File: config.mk
export PLATFORM = sky130hd
export DESIGN_NAME = sinc3_chop_decim
export DESIGN_NICKNAME = d
export VERILOG_FILES = /design/src/rtl/sinc3_pkg.sv /design/src/rtl/sinc3_integ.sv /design/src/rtl/sinc3_comb.sv /design/src/rtl/sinc3_seq.sv /design/src/rtl/sinc3_chop_decim.sv
export SDC_FILE = /design/constraint.sdc
export NUM_CORES = 1
export LEC_CHECK = 0
export BUFFER_PORTS_ARGS = -buffer_cell sky130_fd_sc_hd__buf_2
export CORE_MARGIN = 2
export CORE_UTILIZATION = 49
export DETAILED_ROUTE_END_ITERATION = 16
export HOLD_SLACK_MARGIN = 0.12
export PLACE_DENSITY = 0.63
export REMOVE_ABC_BUFFERS = 1
export SLEW_MARGIN = 30
export SYNTH_ARGS = -nofsm -noshare
export SYNTH_HDL_FRONTEND = slang
export SYNTH_SLANG_ARGS = --single-unit
File: constraint.sdc
create_clock -name clk -period 11.4 [get_ports clk]
set_input_delay 0.57 -clock clk [delete_from_list [all_inputs] [get_ports clk]]
set_output_delay 0.57 -clock clk [all_outputs]
set_load 0.01 [all_outputs]
File: src/rtl/sinc3_pkg.sv
package sinc3_pkg;
  localparam int STAGES = 3;

  typedef enum logic [1:0] {
    SETTLE0 = 2'd0,
    SETTLE1 = 2'd1,
    SETTLED = 2'd2
  } settle_e;
endpackage

File: src/rtl/sinc3_integ.sv
module sinc3_integ #(
  parameter int ACC_W  = 38,
  parameter int STAGES = 3
) (
  input  logic                    clk,
  input  logic                    rst_n,
  input  logic                    en,
  input  logic                    clr,
  input  logic signed [ACC_W-1:0] x,
  output logic signed [ACC_W-1:0] sum_nxt
);
  logic signed [ACC_W-1:0] acc_q [STAGES];
  logic signed [ACC_W-1:0] acc_d [STAGES];

  // chained adders: the last stage already includes the current sample
  generate
    for (genvar g = 0; g < STAGES; g++) begin : g_stage
      if (g == 0) begin : g_first
        assign acc_d[g] = acc_q[g] + x;
      end else begin : g_chain
        assign acc_d[g] = acc_q[g] + acc_d[g-1];
      end
    end
  endgenerate

  always_ff @(posedge clk or negedge rst_n) begin
    if (!rst_n) begin
      for (int k = 0; k < STAGES; k++) acc_q[k] <= '0;
    end else if (clr) begin
      for (int k = 0; k < STAGES; k++) acc_q[k] <= '0;
    end else if (en) begin
      for (int k = 0; k < STAGES; k++) acc_q[k] <= acc_d[k];
    end
  end

  assign sum_nxt = acc_d[STAGES-1];


  integ_hold_chk: assert property (@(posedge clk) disable iff (!rst_n)
    (!en && !clr) |=> $stable(acc_q[STAGES-1]));
endmodule

File: src/rtl/sinc3_comb.sv
module sinc3_comb #(
  parameter int ACC_W  = 38,
  parameter int STAGES = 3
) (
  input  logic                    clk,
  input  logic                    rst_n,
  input  logic                    en,
  input  logic                    clr,
  input  logic signed [ACC_W-1:0] din,
  output logic signed [ACC_W-1:0] dout
);
  logic signed [ACC_W-1:0] dly_q [STAGES];
  logic signed [ACC_W-1:0] dif   [STAGES];

  always_comb begin
    dif[0] = din - dly_q[0];
    for (int k = 1; k < STAGES; k++) dif[k] = dif[k-1] - dly_q[k];
  end

  always_ff @(posedge clk or negedge rst_n) begin
    if (!rst_n) begin
      for (int k = 0; k < STAGES; k++) dly_q[k] <= '0;
    end else if (clr) begin
      for (int k = 0; k < STAGES; k++) dly_q[k] <= '0;
    end else if (en) begin
      dly_q[0] <= din;
      for (int k = 1; k < STAGES; k++) dly_q[k] <= dif[k-1];
    end
  end

  assign dout = dif[STAGES-1];
endmodule

File: src/rtl/sinc3_seq.sv
module sinc3_seq
  import sinc3_pkg::*;
#(
  parameter int SF_W = 12
) (
  input  logic            clk,
  input  logic            rst_n,
  input  logic            mod_valid,
  input  logic [SF_W-1:0] sf_word,
  input  logic            chop_en,
  output logic            flush,
  output logic            smp_en,
  output logic            decim,
  output logic            emit,
  output logic            neg,
  output logic            pol
);
  localparam logic [SF_W-1:0] MIN_R = SF_W'(2);

  logic [SF_W-1:0] sf_q, sf_d, cnt_q, cnt_d, r_last;
  logic            chop_q, chop_d, pol_q, pol_d;
  settle_e         settle_q, settle_d;

  assign flush  = (sf_word != sf_q) || (chop_en != chop_q);
  assign r_last = (sf_q < MIN_R) ? (MIN_R - SF_W'(1)) : (sf_q - SF_W'(1));
  assign smp_en = mod_valid && !flush;
  assign decim  = smp_en && (cnt_q == r_last);
  assign emit   = decim && (settle_q == SETTLED);
  assign neg    = pol_q;
  assign pol    = pol_q;

  always_comb begin
    sf_d     = sf_q;
    chop_d   = chop_q;
    cnt_d    = cnt_q;
    settle_d = settle_q;
    pol_d    = pol_q;
    if (flush) begin
      sf_d     = sf_word;
      chop_d   = chop_en;
      cnt_d    = '0;
      settle_d = SETTLE0;
      pol_d    = 1'b0;
    end else if (smp_en) begin
      cnt_d = decim ? '0 : cnt_q + SF_W'(1);
      if (decim) begin
        case (settle_q)
          SETTLE0: settle_d = SETTLE1;
          SETTLE1: settle_d = SETTLED;
          default: settle_d = chop_q ? SETTLE0 : SETTLED;
        endcase
      end
      if (emit && chop_q) pol_d = ~pol_q;
    end
  end

  always_ff @(posedge clk or negedge rst_n) begin
    if (!rst_n) begin
      sf_q     <= '0;
      chop_q   <= 1'b0;
      cnt_q    <= '0;
      settle_q <= SETTLE0;
      pol_q    <= 1'b0;
    end else begin
      sf_q     <= sf_d;
      chop_q   <= chop_d;
      cnt_q    <= cnt_d;
      settle_q <= settle_d;
      pol_q    <= pol_d;
    end
  end


  cnt_bound_chk: assert property (@(posedge clk) disable iff (!rst_n)
    cnt_q <= r_last);

  pol_nonchop_chk: assert property (@(posedge clk) disable iff (!rst_n)
    !chop_q |-> !pol_q);

  pol_toggle_chk: assert property (@(posedge clk) disable iff (!rst_n)
    (pol_q != $past(pol_q)) |-> ($past(emit) || $past(flush)));
endmodule

File: src/rtl/sinc3_chop_decim.sv
module sinc3_chop_decim
  import sinc3_pkg::*;
#(
  parameter int SF_W  = 12,
  localparam int ACC_W = 2 + STAGES * SF_W
) (
  input  logic                    clk,
  input  logic                    rst_n,
  input  logic                    mod_bit,
  input  logic                    mod_valid,
  input  logic [SF_W-1:0]         sf_word,
  input  logic                    chop_en,
  output logic                    chop_pol,
  output logic signed [ACC_W-1:0] dout,
  output logic                    dout_valid
);
  logic                    flush, smp_en, decim, emit, neg;
  logic signed [ACC_W-1:0] x, integ_out, comb_out, dout_d, dout_q;
  logic                    vld_q;

  // bit 1 -> +1, bit 0 -> -1
  assign x = {{(ACC_W-1){~mod_bit}}, 1'b1};

  sinc3_seq #(.SF_W(SF_W)) u_seq (
    .clk(clk), .rst_n(rst_n), .mod_valid(mod_valid), .sf_word(sf_word),
    .chop_en(chop_en), .flush(flush), .smp_en(smp_en), .decim(decim),
    .emit(emit), .neg(neg), .pol(chop_pol)
  );

  sinc3_integ #(.ACC_W(ACC_W), .STAGES(STAGES)) u_integ (
    .clk(clk), .rst_n(rst_n), .en(smp_en), .clr(flush),
    .x(x), .sum_nxt(integ_out)
  );

  sinc3_comb #(.ACC_W(ACC_W), .STAGES(STAGES)) u_comb (
    .clk(clk), .rst_n(rst_n), .en(decim), .clr(flush),
    .din(integ_out), .dout(comb_out)
  );

  always_comb begin
    dout_d = dout_q;
    if (emit) dout_d = neg ? -comb_out : comb_out;
  end

  always_ff @(posedge clk or negedge rst_n) begin
    if (!rst_n) begin
      dout_q <= '0;
      vld_q  <= 1'b0;
    end else begin
      dout_q <= dout_d;
      vld_q  <= emit;
    end
  end

  assign dout       = dout_q;
  assign dout_valid = vld_q;


  valid_after_sample_chk: assert property (@(posedge clk) disable iff (!rst_n)
    dout_valid |-> $past(mod_valid));

  flush_quiet_chk: assert property (@(posedge clk) disable iff (!rst_n)
    $past(flush) |-> !dout_valid);
endmodule

[After elaboration in Yosys (flattened, before gate mapping)]
Cells that the tools add are included.
Storage, ports and cells
  input bits: 17
  register bits: 295
  output and inout port bits: 40
Operators by class
  bitwise gates (word level): 2
  reduce and logical (&&, ||, !) cells: 12
  magnitude comparators: 1
  multiplexer cells: 17
  equality and inequality tests: 5
  add/subtract/negate cells: 9
Operator list (count)
  $mux W114: 4
  $sub A38 B38 Y38: 3
  $add A38 B38 Y38: 2
  $mux W12: 4
  $add A38 B2 Y38: 1
  $mux W38: 1
  $neg A38 Y38: 1
  $add A12 B1 Y12 const B: 1
  $eq A12 B12 Y1: 1
  $lt A12 B2 Y1 const B: 1
  $ne A12 B12 Y1: 1
  $sub A12 B1 Y12 const B: 1
  $mux W2: 4
  $reduce_bool A2 Y1: 3
  $logic_and A1 B1 Y1: 4
  $pmux W2 S2: 1
  $reduce_and A2 Y1: 2
  $mux W1: 3
  $eq A2 B1 Y1 const B: 1
  $eq A2 B2 Y1 const B: 1
  $logic_not A2 Y1: 1
  $not A1 Y1: 2
  $logic_not A1 Y1: 1
  $logic_or A1 B1 Y1: 1
  $ne A1 B1 Y1: 1

[Logic depth before layout (Yosys ltp)]
Gate-level depths: netlist (run 1).
  word-level depth: 10
  gate-level depth with buffers: 63
  mapped depth without buffers: 63

[Cells and area by module]
From an unflattened synthesis (run 1), not the netlist that was laid out.
Unflattened totals
  cells, all modules: 3112
  area, all modules: 26217.6 um2
Modules (own cells, without submodules)
  sinc3_comb: cells each 1330, area each 10872.9 um2, instances 1
  sinc3_integ: cells each 1243, area each 10712.8 um2, instances 1
  sinc3_chop_decim: cells each 313, area each 2633.8 um2, instances 1
  sinc3_seq: cells each 226, area each 1998.2 um2, instances 1

[Worst setup path before layout (run 1)]
No wires, ideal clock.
  kind: input -> register
  start point: input port mod_bit
  end point: register dout_q[37], in the netlist dout[37]
  setup slack: -745 ps
  setup time: 133 ps
  arrival: 12013 ps
  stages on the path: 57
  cells stage by stage: inv_1 ha_1 a21o_1 a21oi_1 o21bai_1 a2111oi_0 o41a_1 o21bai_1 a21oi_1 xnor2_1 ha_1 inv_1 o21bai_1 a21o_1 a21oi_1 nor2b_1 a311o_1 a221o_1 [21 not listed] a21oi_1 xnor2_1 ha_1 nand2_1 nor3b_1 nor4b_1 o211ai_1 nand2_1 nor2_1 xnor2_1 or4_4 or3_1 nor2b_2 nand3b_1 o31ai_2 xnor2_1 xnor2_1 mux2i_1
Between the ends
  cells in the longest elaborated chain, start to end: 9
RTL lines
  from (decl): line sinc3_chop_decim.sv:9  | input logic mod_bit,
  $not A1 Y1 *: line sinc3_chop_decim.sv:22  | assign x = {{(ACC_W-1){~mod_bit}}, 1'b1};
  $add A38 B2 Y38 *: line sinc3_integ.sv:19  | assign acc_d[g] = acc_q[g] + x;
  $add A38 B38 Y38 * (2 in series): line sinc3_integ.sv:21  | assign acc_d[g] = acc_q[g] + acc_d[g-1];
  $sub A38 B38 Y38 *: line sinc3_comb.sv:16  | dif[0] = din - dly_q[0];
  $sub A38 B38 Y38 * (2 in series): line sinc3_comb.sv:17  | for (int k = 1; k < STAGES; k++) dif[k] = dif[k-1] - dly_q[k];
  $neg A38 Y38: line sinc3_chop_decim.sv:42  | if (emit) dout_d = neg ? -comb_out : comb_out;
  $mux W38 *: line sinc3_chop_decim.sv:42
  to (signal assigned): line sinc3_chop_decim.sv:50  | dout_q <= dout_d;
  to (decl): line sinc3_chop_decim.sv:18  | logic signed [ACC_W-1:0] x, integ_out, comb_out, dout_d, dout_q;
Mark *: on every way between the ends. The rest lies on a longest branch, timed or not.
A chain may end at the register's enable or synchronous reset.

[Worst setup path after layout (run 1)]
  start point: register u_integ.acc_q[77] in the netlist's numbering
  end point: register dout_q[37], in the netlist dout[37]
Between the ends
  cells in the longest elaborated chain, start to end: 8
RTL lines
  from (decl): line sinc3_integ.sv:12  | logic signed [ACC_W-1:0] acc_q [STAGES];
  $add A38 B2 Y38 *: line sinc3_integ.sv:19
  $add A38 B38 Y38 * (2 in series): line sinc3_integ.sv:21
  $sub A38 B38 Y38 *: line sinc3_comb.sv:16
  $sub A38 B38 Y38 * (2 in series): line sinc3_comb.sv:17
  $neg A38 Y38: line sinc3_chop_decim.sv:42
  $mux W38 *: line sinc3_chop_decim.sv:42
Marked as above.

==> flow_summary.toml, run 1 <==
[yosys]
combinational_family_with_the_most_area_after_synthesis = "compound AO/OA/AOI/OAI gates"
ys_ff_latch = 295
synthDistinctLibCells = 86
synth_top_cell_area_share_pct = 30.8
synth.area.mux_share_pct = 4.52
synth-compound-area-share_pct = 21.6
yosys.area_share.simple_pct = 15.7
ys_async_sr_fraction_pct = 100
yosysSeqAreaShare_pct = 30.8
synthAdderAreaFrac_pct = 12.5
mean_post_synth_cell_area_um2 = 8.42
synth_area_leader_cell = "sky130_fd_sc_hd__dfrtp_1"
synth_edf_count = 0
synthTopCellsByArea = "sky130_fd_sc_hd__dfrtp_1, sky130_fd_sc_hd__ha_1, sky130_fd_sc_hd__xnor2_1"
post_syn_area_um2 = 23900
ys_warn_count = 0
synth-main-ff-cell = "sky130_fd_sc_hd__dfrtp_1"
post_synth_inst_count = 2842
synth_xor_area_share_pct = 10.1

[timing]
final_setup_violation_count = 0
finClkSkew_ns = 0.0217
layout_worst_path_cycle_share_pct = 98.8
slew_headroom_pct = 36.6
worst_tran_pin_value_ns = 0.951
final_hold_viol_count = 0
grt_setup_unrepaired = "true"
timing.final.max_slew_violations = 0
fmax_ghz = 0.0888
post-route-min-period_ns = 11.26
whs_ns = 0.153

[pwr]
vdd_drop_max_mv = 0.0796
pwr_density_cell_nw_per_um2 = 119
leakage_nw = 14.1
design_power_total_mw = 3.54

[cts]
number_of_buffers_created_by_cts = 38
clock_transition_at_path_regs_ns = 0.05
cts_sinks = 295
insertion_delay_ns = 0.56
clk_root_buffer_cell = "sky130_fd_sc_hd__clkbuf_16"
cts_max_path_buffers = 3
clock_tree_from_tritoncts = "done"
htree_levels = 2

[critical_path]
data_arrival_time_of_the_critical_path_ns = 11.65
setup.worst_path.end_class = "register"
critical_path_required_ns = 11.79
cpMostUsedCell = "sky130_fd_sc_hd__a21o_1"
critPathMaxStageDelay_ns = 0.42
startpoint_type = "register"
regToRegEndpoint = "dout[37]$_DFFE_PN0P_"
timing_worst_setup_path_type = "reg2reg"
timing.rr.start = "u_integ.acc_q[77]$_DFFE_PN0P_"
critical_path.max_fanout = 3
critical_path.slowest_cell = "sky130_fd_sc_hd__or4_4"
rrSetupSlack_ns = 0.14
r2r.worst_path.cells = 58

[floorplanning]
die_width_um = 225
die_extent_in_y_um = 225
die_area_um2 = 50600
floorplan.core_area_um2 = 48500
ios = 57
floorplan.initialDensity_pct = 49.3
rows = 81

[global_routing]
first_global_vias = 20947
grt_antenna_before_repair = 0
grt_pass1_wl_um = 96700
grt_max_degree = 163
track_usage_pct = 22.6
overflow = 0

[job]
drv_cap = 0

[hold_path]
min_delay_worst_endpoint = "u_seq.sf_q[7]$_DFFE_PN0N_"
hold_path.startpoint = "sf_word[7]"
hold_depth = 1
hold_path_class = "in2reg"

[drt]
wirelength_um = 57800
drcViolationCount = 0
routed_via_density = 5.42
first_iter_violations = 1052
vias = 21209
routed_wire_length_per_instance_um = 14.8
number_of_nets_with_antenna_violations_after_detailed_routing = 0
detail_route.first_pass.iterations = 5

[placed_design]
placement.io_buffers = 56
sum_of_net_half_perimeters_after_detailed_placement_um = 41900
gp_routability_congestion = 0.898

[status]
run_status = "finished clean"

[cells_and_area]
layout-area-overhead-vs-synth_pct = 24.8
most_frequent_cells_in_the_layout = "sky130_fd_sc_hd__buf_4, sky130_fd_sc_hd__dfrtp_1, sky130_fd_sc_hd__nand2_1"
final_common_cell = "sky130_fd_sc_hd__buf_4"
layout-drive-gt1-share_pct = 21.3
finish.net_count = 3518
n_antenna_cell = 0
==> final cells by class <==
| class | count | area, µm² |
|---|---|---|
| repair buffers | 490 | 3610 |
| clock inverters | 12 | 139 |
| flip-flops and latches | 295 | 7380 |
| fillers | 4150 | 18700 |
| multi-input cells | 2247 | 16100 |
| well taps | 622 | 778 |
| inverters | 194 | 728 |
| clock buffers | 55 | 1130 |
==> flip-flops by register name (all words and copies together), names as in the netlist <==
signal          cells
u_seq.neg           1
u_seq.sf_q         12
u_seq.settle_q      2
dout               38
dout_valid          1
u_integ.acc_q     114
u_seq.cnt_q        12
u_seq.chop_q        1
u_comb.dly_q      114
==> worst max path at each step <==
stage | cells past startpoint | slack, ns | from | end
floorplan | 57 | -0.75 | mod_bit | dout[37]$_DFFE_PN0P_
global placement | 60 | -0.67 | mod_bit | dout[37]$_DFFE_PN0P_
detailed placement | 60 | -0.99 | mod_bit | dout[37]$_DFFE_PN0P_
CTS | 60 | 0.02 | u_integ.acc_q[77]$_DFFE_PN0P_ | dout[37]$_DFFE_PN0P_
global route | 60 | -0.55 | u_integ.acc_q[77]$_DFFE_PN0P_ | dout[37]$_DFFE_PN0P_
finish | 58 | 0.14 | u_integ.acc_q[77]$_DFFE_PN0P_ | dout[37]$_DFFE_PN0P_
==> cells in the mapped netlist, types with 4 or more instances <==
cell type                   number
sky130_fd_sc_hd__xnor2_1       167
sky130_fd_sc_hd__a2111oi_0       5
sky130_fd_sc_hd__and4_1         10
sky130_fd_sc_hd__dfrtp_1       295
sky130_fd_sc_hd__ha_1          229
sky130_fd_sc_hd__a221o_1         5
sky130_fd_sc_hd__o21ai_0       170
sky130_fd_sc_hd__nand2b_1       36
sky130_fd_sc_hd__o21bai_1       29
sky130_fd_sc_hd__a21oi_1       250
sky130_fd_sc_hd__nand4_1        25
sky130_fd_sc_hd__mux2i_1       108
sky130_fd_sc_hd__o31ai_1        86
sky130_fd_sc_hd__a21oi_2         4
sky130_fd_sc_hd__xor2_1        105
sky130_fd_sc_hd__nor4b_1         5
sky130_fd_sc_hd__clkbuf_1       85
sky130_fd_sc_hd__and2_1         11
sky130_fd_sc_hd__nand3b_1        7
sky130_fd_sc_hd__nand2_1       273
sky130_fd_sc_hd__a211oi_1       20
sky130_fd_sc_hd__buf_1          14
sky130_fd_sc_hd__and3_1         20
sky130_fd_sc_hd__or3_1          21
sky130_fd_sc_hd__nor4_1         10
sky130_fd_sc_hd__a31oi_1        25
sky130_fd_sc_hd__nor2_1        273
sky130_fd_sc_hd__nor3b_1         4
sky130_fd_sc_hd__a21o_1         92
sky130_fd_sc_hd__a211o_1         4
sky130_fd_sc_hd__a31o_2          4
sky130_fd_sc_hd__o21a_1         35
sky130_fd_sc_hd__or2_2           7
sky130_fd_sc_hd__a21boi_0       11
sky130_fd_sc_hd__inv_1         194
sky130_fd_sc_hd__nor3_1         27
sky130_fd_sc_hd__nor2b_1        23
sky130_fd_sc_hd__o211ai_1        7
sky130_fd_sc_hd__nand3_1        54
sky130_fd_sc_hd__o31a_1          4
sky130_fd_sc_hd__fa_1            6
sky130_fd_sc_hd__o21ai_1         9
==> timing repair <==
item,CTS,global route
endpoints found under the hold margin,81,0
setup endpoints to repair,8,12
pin swaps,19,95
buffers inserted,10,19
resized for setup,40,126
hold buffers,2,0
cloned,0,0
==> kinds of logic (layout without fill, tap and decap cells) <==
logic type,Yosys count,after routing
flops,295,295
buf+inv,300,751
fa+ha+maj,235,235
xor+xnor,274,274
mux,108,108
compound gates,811,811
simple gates,819,819
==> worst max-delay path: cells and delay by family, from the launching register on <==
| kind | cells | cell delay [ns] |
|---|---|---|
| compound gates | 26 | 4.87 |
| mux | 1 | 0.10 |
| flops | 1 | 0.40 |
| buf+inv | 3 | 0.37 |
| xor+xnor | 8 | 1.01 |
| fa+ha+maj | 6 | 1.80 |
| simple gates | 14 | 2.55 |
==> metal layers <==
layer	vias up	part of all wire [%]	global-route usage, %
met5	-	0	0
met4	0	2.8	6.81
met3	104	2.7	3.02
met2	282	47	39.4
met1	9965	47	29.1
li1	10858	-	-
==> power breakdown <==
| part | switching, mW | leakage [nW] | internal (mW) |
|---|---|---|---|
| registers | 0.00387 | 4.09 | 1.05 |
| logic | 0.656 | 9.43 | 0.609 |
| clock network | 0.475 | 0.632 | 0.751 |
| total | 1.13 | 14.1 | 2.41 |
==> through the flow <==
stage / setup slack, ns / util [%] / cells / instance area (µm²) / TNS, ns
global route: -0.549 / 61.6 / 3915 / 29900 / -1.44
finish: 0.140 / 61.6 / 3915 / 29900 / 0
detailed placement: -0.994 / 57.0 / 3817 / 27700 / -5.11
CTS: 0.0192 / 60.1 / 3896 / 29200 / 0
floorplan: -0.746 / - / 2736 / 23500 / -2.96
global placement: -0.671 / 57.0 / 3817 / 27600 / -2.87
(Power assumes the default switching activity.)
==> run 2: changes to the inputs <==
--- a/config.mk
+++ b/config.mk
@@ -11,6 +11,7 @@
 export DETAILED_ROUTE_END_ITERATION = 16
 export HOLD_SLACK_MARGIN = 0.12
 export PLACE_DENSITY = 0.63
+export RECOVER_POWER = 25
 export REMOVE_ABC_BUFFERS = 1
 export SLEW_MARGIN = 30
 export SYNTH_ARGS = -nofsm -noshare
==> run 2 against run 1 <==
- clock-buffer cell count unchanged
- the run now ends with capacitance limit, slew limit left
- non-clock buffer count unchanged
- highest routed layer unchanged
- critical path depth unchanged
- critical path type unchanged
- critical endpoint unchanged
- register-to-register slack about the same
==> flow_summary.toml, run 2 (synthesis gave the netlist of run 1 again) <==
[critical_path]
worst-path-buf-inv = 3
critical_path_depth = 58
startpoint_type = "register"
critical_path.top_delay_family = "compound AO/OA/AOI/OAI gates"
critical_path_required_ns = 11.79
critical_path.max_fanout = 3
timing.rr.start = "u_integ.acc_q[77]$_DFFE_PN0P_"
timing_worst_setup_path_type = "reg2reg"
critical_path.slowest_cell = "sky130_fd_sc_hd__or4_4"
setup.worst_path.end_class = "register"
r2r.worst_path.cells = 58
regToRegEndpoint = "dout[37]$_DFFE_PN0P_"
startpoint = "u_integ.acc_q[77]$_DFFE_PN0P_"
crit_end = "dout[37]$_DFFE_PN0P_"
data_arrival_time_of_the_critical_path_ns = 11.65
rrSetupSlack_ns = 0.15
cpMostUsedCell = "sky130_fd_sc_hd__a21o_1"
critPathMaxStageDelay_ns = 0.42

[cts]
cts_max_path_buffers = 3
clk_root_buffer_cell = "sky130_fd_sc_hd__clkbuf_16"
clock_transition_at_path_regs_ns = 0.05
clock_tree_from_tritoncts = "done"
cts_sinks = 295
htree_levels = 2
number_of_buffers_created_by_cts = 38
insertion_delay_ns = 0.56

[timing]
final_setup_violation_count = 0
setup_tns_ns = 0
worst_tran_pin_value_ns = 4.38
setup_slack_ns = 0.147
fmax_ghz = 0.0889
timing.final.max_slew_violations = 237
grt_setup_unrepaired = "true"
layout_worst_path_cycle_share_pct = 98.7
post-route-min-period_ns = 11.25
final_hold_viol_count = 0
finClkSkew_ns = 0.0231
slew_headroom_pct = -192

[drt]
met2WireLength_um = 27300
first_iter_violations = 1084
routed_wire_length_per_instance_um = 14.8
number_of_nets_with_antenna_violations_after_detailed_routing = 0
drcViolationCount = 0
routed_via_density = 5.43
wirelength_um = 57800
maxUsedRoutingLayer = "met4"
wl_met1_um = 27200
detail_route.first_pass.iterations = 5
met3_wire_len_um = 1620
vias = 21240

[pwr]
power_switching_mw = 1.13
register_share_of_total_power_pct = 29.8
power.share.combinational_pct = 35.6
leakage_nw = 13.9
vdd_drop_max_mv = 0.0798
pwr_density_cell_nw_per_um2 = 119
design_power_total_mw = 3.54
cellInternalPower_mw = 2.41
p_sw_share_pct = 32.0
power.share.clock_pct = 34.6

[cells_and_area]
finish.net_count = 3518
fillers = 4175
most_frequent_cells_in_the_layout = "sky130_fd_sc_hd__buf_4, sky130_fd_sc_hd__dfrtp_1, sky130_fd_sc_hd__nand2_1"
finalCoreUtilization_pct = 61.4
layoutNonFillerInstCount = 3915
layout-area-overhead-vs-synth_pct = 24.5
layout-drive-gt1-share_pct = 19.7
n_antenna_cell = 0
final_common_cell = "sky130_fd_sc_hd__buf_4"

[hold_path]
hold_path_class = "in2reg"
hold_depth = 1

[global_routing]
grt_max_degree = 163
first_global_vias = 20947
grt_antenna_before_repair = 0
overflow = 0
track_usage_pct = 22.6
grt_pass1_wl_um = 96700

[placed_design]
placedCellCount = 3817
placement.io_buffers = 56
sum_of_net_half_perimeters_after_detailed_placement_um = 41900
gp_routability_congestion = 0.898
post-place-ws_ns = -0.994

[floorplanning]
floorplan.core_area_um2 = 48500
rows = 81
floorplan.initialDensity_pct = 49.3
ios = 57
die_area_um2 = 50600
die_width_um = 225
die_extent_in_y_um = 225

[job]
drv_cap = 2

[status]
run_status = "finished, violations left"
failed_checks = "capacitance limit, slew limit"
-- run 2: worst min path at each step --
stage,startpoint,end,slack (ns)
floorplan,rst_n,dout[0]$_DFFE_PN0P_,0.27
global placement,dout[22]$_DFFE_PN0P_,dout[22]$_DFFE_PN0P_,0.46
detailed placement,dout[6]$_DFFE_PN0P_,dout[6]$_DFFE_PN0P_,0.46
CTS,sf_word[7],u_seq.sf_q[7]$_DFFE_PN0N_,0.12
global route,sf_word[4],u_seq.sf_q[4]$_DFFE_PN0N_,0.14
finish,sf_word[4],u_seq.sf_q[4]$_DFFE_PN0N_,0.16
-- run 2: worst reg2reg max path: cells and delay by family (launching register included) --
family / cells / cell delay, ns
mux: 1 / 0.10
simple gates: 14 / 2.55
buf+inv: 3 / 0.37
xor+xnor: 8 / 1.01
flops: 1 / 0.40
fa+ha+maj: 6 / 1.80
compound gates: 26 / 4.88
-- run 2: power groups by stage --
stage,Sequential (mW),Combinational [mW],Clock [mW]
after global routing,1.05,1.40,1.30
after detailed placement,1.07,1.19,0
final,1.05,1.26,1.23
after global placement,1.07,1.17,0
after CTS,1.05,1.21,1.26
after floorplan,1.07,0.734,0
-- run 2: area by class of cell --
type	count	area, µm²	area share [%]
Tap cell	622	778	2.61
Sequential cell	295	7380	24.8
Clock inverter	12	139	0.466
Timing Repair Buffer	490	3520	11.8
Inverter	194	728	2.44
Clock buffer	55	1130	3.78
Multi-Input combinational cell	2247	16100	54.1
-- run 2: stage by stage --
stage	hold WS, ns	cell area, µm²
after CTS	0.122	29200
final	0.164	29800
after floorplan	0.274	23500
after detailed placement	0.465	27700
after global routing	0.145	29800
after global placement	0.456	27600
-- run 2: routing by layer --
metal / up-vias / global-route usage (%)
met5: - / 0
met4: 0 / 6.81
met3: 112 / 3.02
met2: 288 / 39.4
met1: 9979 / 29.1
li1: 10861 / -
-- run 2: what timing repair did --
| item | 4_1_cts | 5_1_grt |
|---|---|---|
| hold buffers | 2 | 0 |
| setup endpoints to repair | 8 | 12 |
| resized for setup | 40 | 126 |
| setup buffers | 10 | 19 |
| hold endpoints to repair | 81 | 0 |
| gates cloned | 0 | 0 |
| pin swaps | 19 | 95 |
==> run 3: changes to the inputs <==
--- a/config.mk
+++ b/config.mk
@@ -5,12 +5,13 @@
 export SDC_FILE = /design/constraint.sdc
 export NUM_CORES = 1
 export LEC_CHECK = 0
+export ABC_AREA = 1
 export BUFFER_PORTS_ARGS = -buffer_cell sky130_fd_sc_hd__buf_2
 export CORE_MARGIN = 2
-export CORE_UTILIZATION = 49
+export CORE_UTILIZATION = 45
 export DETAILED_ROUTE_END_ITERATION = 16
 export HOLD_SLACK_MARGIN = 0.12
-export PLACE_DENSITY = 0.63
+export PLACE_DENSITY = 0.59
 export RECOVER_POWER = 25
 export REMOVE_ABC_BUFFERS = 1
 export SLEW_MARGIN = 30
==> run 3 against run 2 <==
- the flow still finishes with violations (capacitance limit, slew limit)
- hold slack better by 0.27 ns
- global-route usage up 3.4 points
- cell count up 11%
- critical path depth unchanged
- cell area down 3.2%
- setup slack better by 0.56 ns
- combinational power up 13%
- total power up 7.3%
- sequential cell count unchanged
- clock power up 7%
- critical endpoint is now dout[29]$_DFFE_PN0P_
==> flow_summary.toml, run 3 <==
[status]
run_status = "finished, violations left"
failed_checks = "capacitance limit, slew limit"

[cts]
clock_tree_from_tritoncts = "done"
number_of_buffers_created_by_cts = 39
htree_levels = 2
clock_transition_at_path_regs_ns = 0.06
insertion_delay_ns = 0.57
cts_max_path_buffers = 3
clk_root_buffer_cell = "sky130_fd_sc_hd__clkbuf_16"
cts_sinks = 295

[floorplanning]
die_extent_in_y_um = 237
floorplan.core_area_um2 = 53800
die_width_um = 237
ios = 57
rows = 85
floorplan.initialDensity_pct = 45.4
die_area_um2 = 56200

[timing]
whs_ns = 0.435
fmax_ghz = 0.0935
timing.final.max_slew_violations = 169
setup_tns_ns = 0
finClkSkew_ns = 0.0249
final_hold_viol_count = 0
worst_tran_pin_value_ns = 5.23
final_setup_violation_count = 0
layout_worst_path_cycle_share_pct = 93.8
post-route-min-period_ns = 10.70
slew_headroom_pct = -249

[critical_path]
timing_worst_setup_path_type = "in2reg"
critical_path_required_ns = 11.85
critical_path.top_delay_family = "compound AO/OA/AOI/OAI gates"
data_arrival_time_of_the_critical_path_ns = 11.14
rrSetupSlack_ns = 0.79
setup.worst_path.end_class = "register"
startpoint_type = "primary input"
cpMostUsedCell = "sky130_fd_sc_hd__nand2_1"
worst-path-buf-inv = 7
regToRegEndpoint = "dout[29]$_DFFE_PN0P_"
critical_path.slowest_cell = "sky130_fd_sc_hd__ha_1"
critPathMaxStageDelay_ns = 0.40
timing.rr.start = "u_integ.acc_q[78]$_DFFE_PN0P_"
critical_path.max_fanout = 7
r2r.worst_path.cells = 54

[pwr]
leakage_nw = 14.0
design_power_total_mw = 3.80
vdd_drop_max_mv = 0.0887
pwr_density_cell_nw_per_um2 = 132

[yosys]
synthTopCellsByArea = "sky130_fd_sc_hd__dfrtp_1, sky130_fd_sc_hd__ha_1, sky130_fd_sc_hd__nand2_1"
yosysSeqAreaShare_pct = 30.2
synthTopCellsByCount = "sky130_fd_sc_hd__nand2_1, sky130_fd_sc_hd__inv_1, sky130_fd_sc_hd__dfrtp_1, sky130_fd_sc_hd__a21oi_1, sky130_fd_sc_hd__nor2_1"
ys_warn_count = 0
ys_async_sr_fraction_pct = 100
yosysMostFrequentCell = "sky130_fd_sc_hd__nand2_1"
synth_top_cell_area_share_pct = 30.2
mean_post_synth_cell_area_um2 = 7.37
synth_edf_count = 0
post_syn_area_um2 = 24400
post_synth_inst_count = 3319
ys_ff_latch = 295
synth_area_leader_cell = "sky130_fd_sc_hd__dfrtp_1"
synthDistinctLibCells = 61
synth-main-ff-cell = "sky130_fd_sc_hd__dfrtp_1"

[global_routing]
first_global_vias = 23598
grt_max_degree = 97
overflow = 0
track_usage_pct = 26.0
grt_antenna_before_repair = 0
grt_pass1_wl_um = 118000

[cells_and_area]
ff_latch_area_um2 = 7380
finish.net_count = 3869
layout-drive-gt1-share_pct = 11.5
fillers = 5171
most_frequent_cells_in_the_layout = "sky130_fd_sc_hd__nand2_1, sky130_fd_sc_hd__inv_1, sky130_fd_sc_hd__dfrtp_1"
multi_input_gate_area_in_the_final_layout_um2 = 15300
layout-area-overhead-vs-synth_pct = 18.0
n_antenna_cell = 0
final_common_cell = "sky130_fd_sc_hd__nand2_1"

[drt]
routed_via_density = 5.36
wirelength_um = 73900
vias = 23272
detail_route.first_pass.iterations = 7
routed_wire_length_per_instance_um = 17.0
drcViolationCount = 0
number_of_nets_with_antenna_violations_after_detailed_routing = 0
first_iter_violations = 1152

[hold_path]
hold_path.startpoint = "mod_valid"
hold_path_class = "in2reg"
min_delay_worst_endpoint = "u_integ.acc_q[35]$_DFFE_PN0P_"
hold_depth = 3

[placed_design]
gp_routability_congestion = 0.930
sum_of_net_half_perimeters_after_detailed_placement_um = 58000
placement.io_buffers = 56

[job]
drv_cap = 2
-- run 3: changes by cell type after synthesis, moves of 42 or more --
cell	before	now
sky130_fd_sc_hd__nand2_1	273	718
sky130_fd_sc_hd__inv_1	194	419
sky130_fd_sc_hd__mux2i_1	108	0
sky130_fd_sc_hd__xnor2_1	167	80
sky130_fd_sc_hd__o31ai_1	86	11
sky130_fd_sc_hd__nand3_1	54	121
sky130_fd_sc_hd__xor2_1	105	171
sky130_fd_sc_hd__a22o_1	0	65
sky130_fd_sc_hd__a21o_1	92	29
sky130_fd_sc_hd__o21ai_0	170	219
sky130_fd_sc_hd__o22ai_1	3	45
-- run 3: tightest hold or removal path: stages --
cell and delay (ns):
sky130_fd_sc_hd__buf_2 0.21, sky130_fd_sc_hd__nand2_1 0.13, sky130_fd_sc_hd__nand2_1 0.05
-- run 3: power breakdown --
part           internal [mW]  switching [mW]
sequential              1.05         0.00428
combinational          0.590           0.843
clock                  0.797           0.517
total                   2.44            1.36
-- run 3: kinds of logic (layout without fill, tap and decap cells) --
| kind of cell | after synthesis | after routing | share of synthesized area [%] |
|---|---|---|---|
| flops | 295 | 295 | 30.2 |
| compound gates | 813 | 813 | 19.6 |
| buf+inv | 504 | 832 | 7.96 |
| simple gates | 1219 | 1219 | 20.9 |
| fa+ha+maj | 235 | 235 | 12.2 |
| xor+xnor | 253 | 253 | 9.13 |
-- run 3: how the worst max path moves through the flow --
stage               depth (start not counted)                     startpoint                   end
finish                                     58                        mod_bit  dout[29]$_DFFE_PN0P_
global route                               63  u_integ.acc_q[76]$_DFFE_PN0P_  dout[37]$_DFFE_PN0P_
floorplan                                  62                        mod_bit  dout[37]$_DFFE_PN0P_
CTS                                        59                        mod_bit  dout[37]$_DFFE_PN0P_
global placement                           59                        mod_bit  dout[37]$_DFFE_PN0P_
detailed placement                         59                        mod_bit  dout[37]$_DFFE_PN0P_
-- run 3: per-stage QoR --
| stage | setup WS (ns) | std cells | cell area (µm²) | util (%) |
|---|---|---|---|---|
| after CTS | 0.0488 | 4339 | 28800 | 53.4 |
| after global routing | -0.0374 | 4343 | 28900 | 53.6 |
| after floorplan | 1.40 | 3242 | 24100 | - |
| after global placement | -0.550 | 4254 | 27200 | 50.6 |
| final | 0.703 | 4343 | 28900 | 53.6 |
| after detailed placement | -0.565 | 4254 | 27200 | 50.6 |
-- run 3: area by class of cell --
class	count	area share [%]
clock inverter	22	0.919
multi-input combinational	2520	53.0
inverter	427	5.57
timing repair buffer	334	8.15
tap	696	3.02
clock buffer	49	3.79
sequential	295	25.6
-- run 3: routing by layer --
| metal | track usage [%] | up-vias | routed length (µm) |
|---|---|---|---|
| li1 | - | 11764 | - |
| met1 | 30.6 | 10939 | 31400 |
| met2 | 47.6 | 423 | 37000 |
| met3 | 2.82 | 146 | 2220 |
| met4 | 11.5 | 0 | 3300 |
| met5 | 0 | - | 0 |
-- run 3: what timing repair did --
action / 4_1_cts / 5_1_grt
endpoints found under the setup margin: 1 / 11
endpoints found under the hold margin: 107 / 0
resized for setup: 1 / 29
pin swaps: 0 / 1
hold buffers: 14 / 0
buffers inserted: 0 / 4
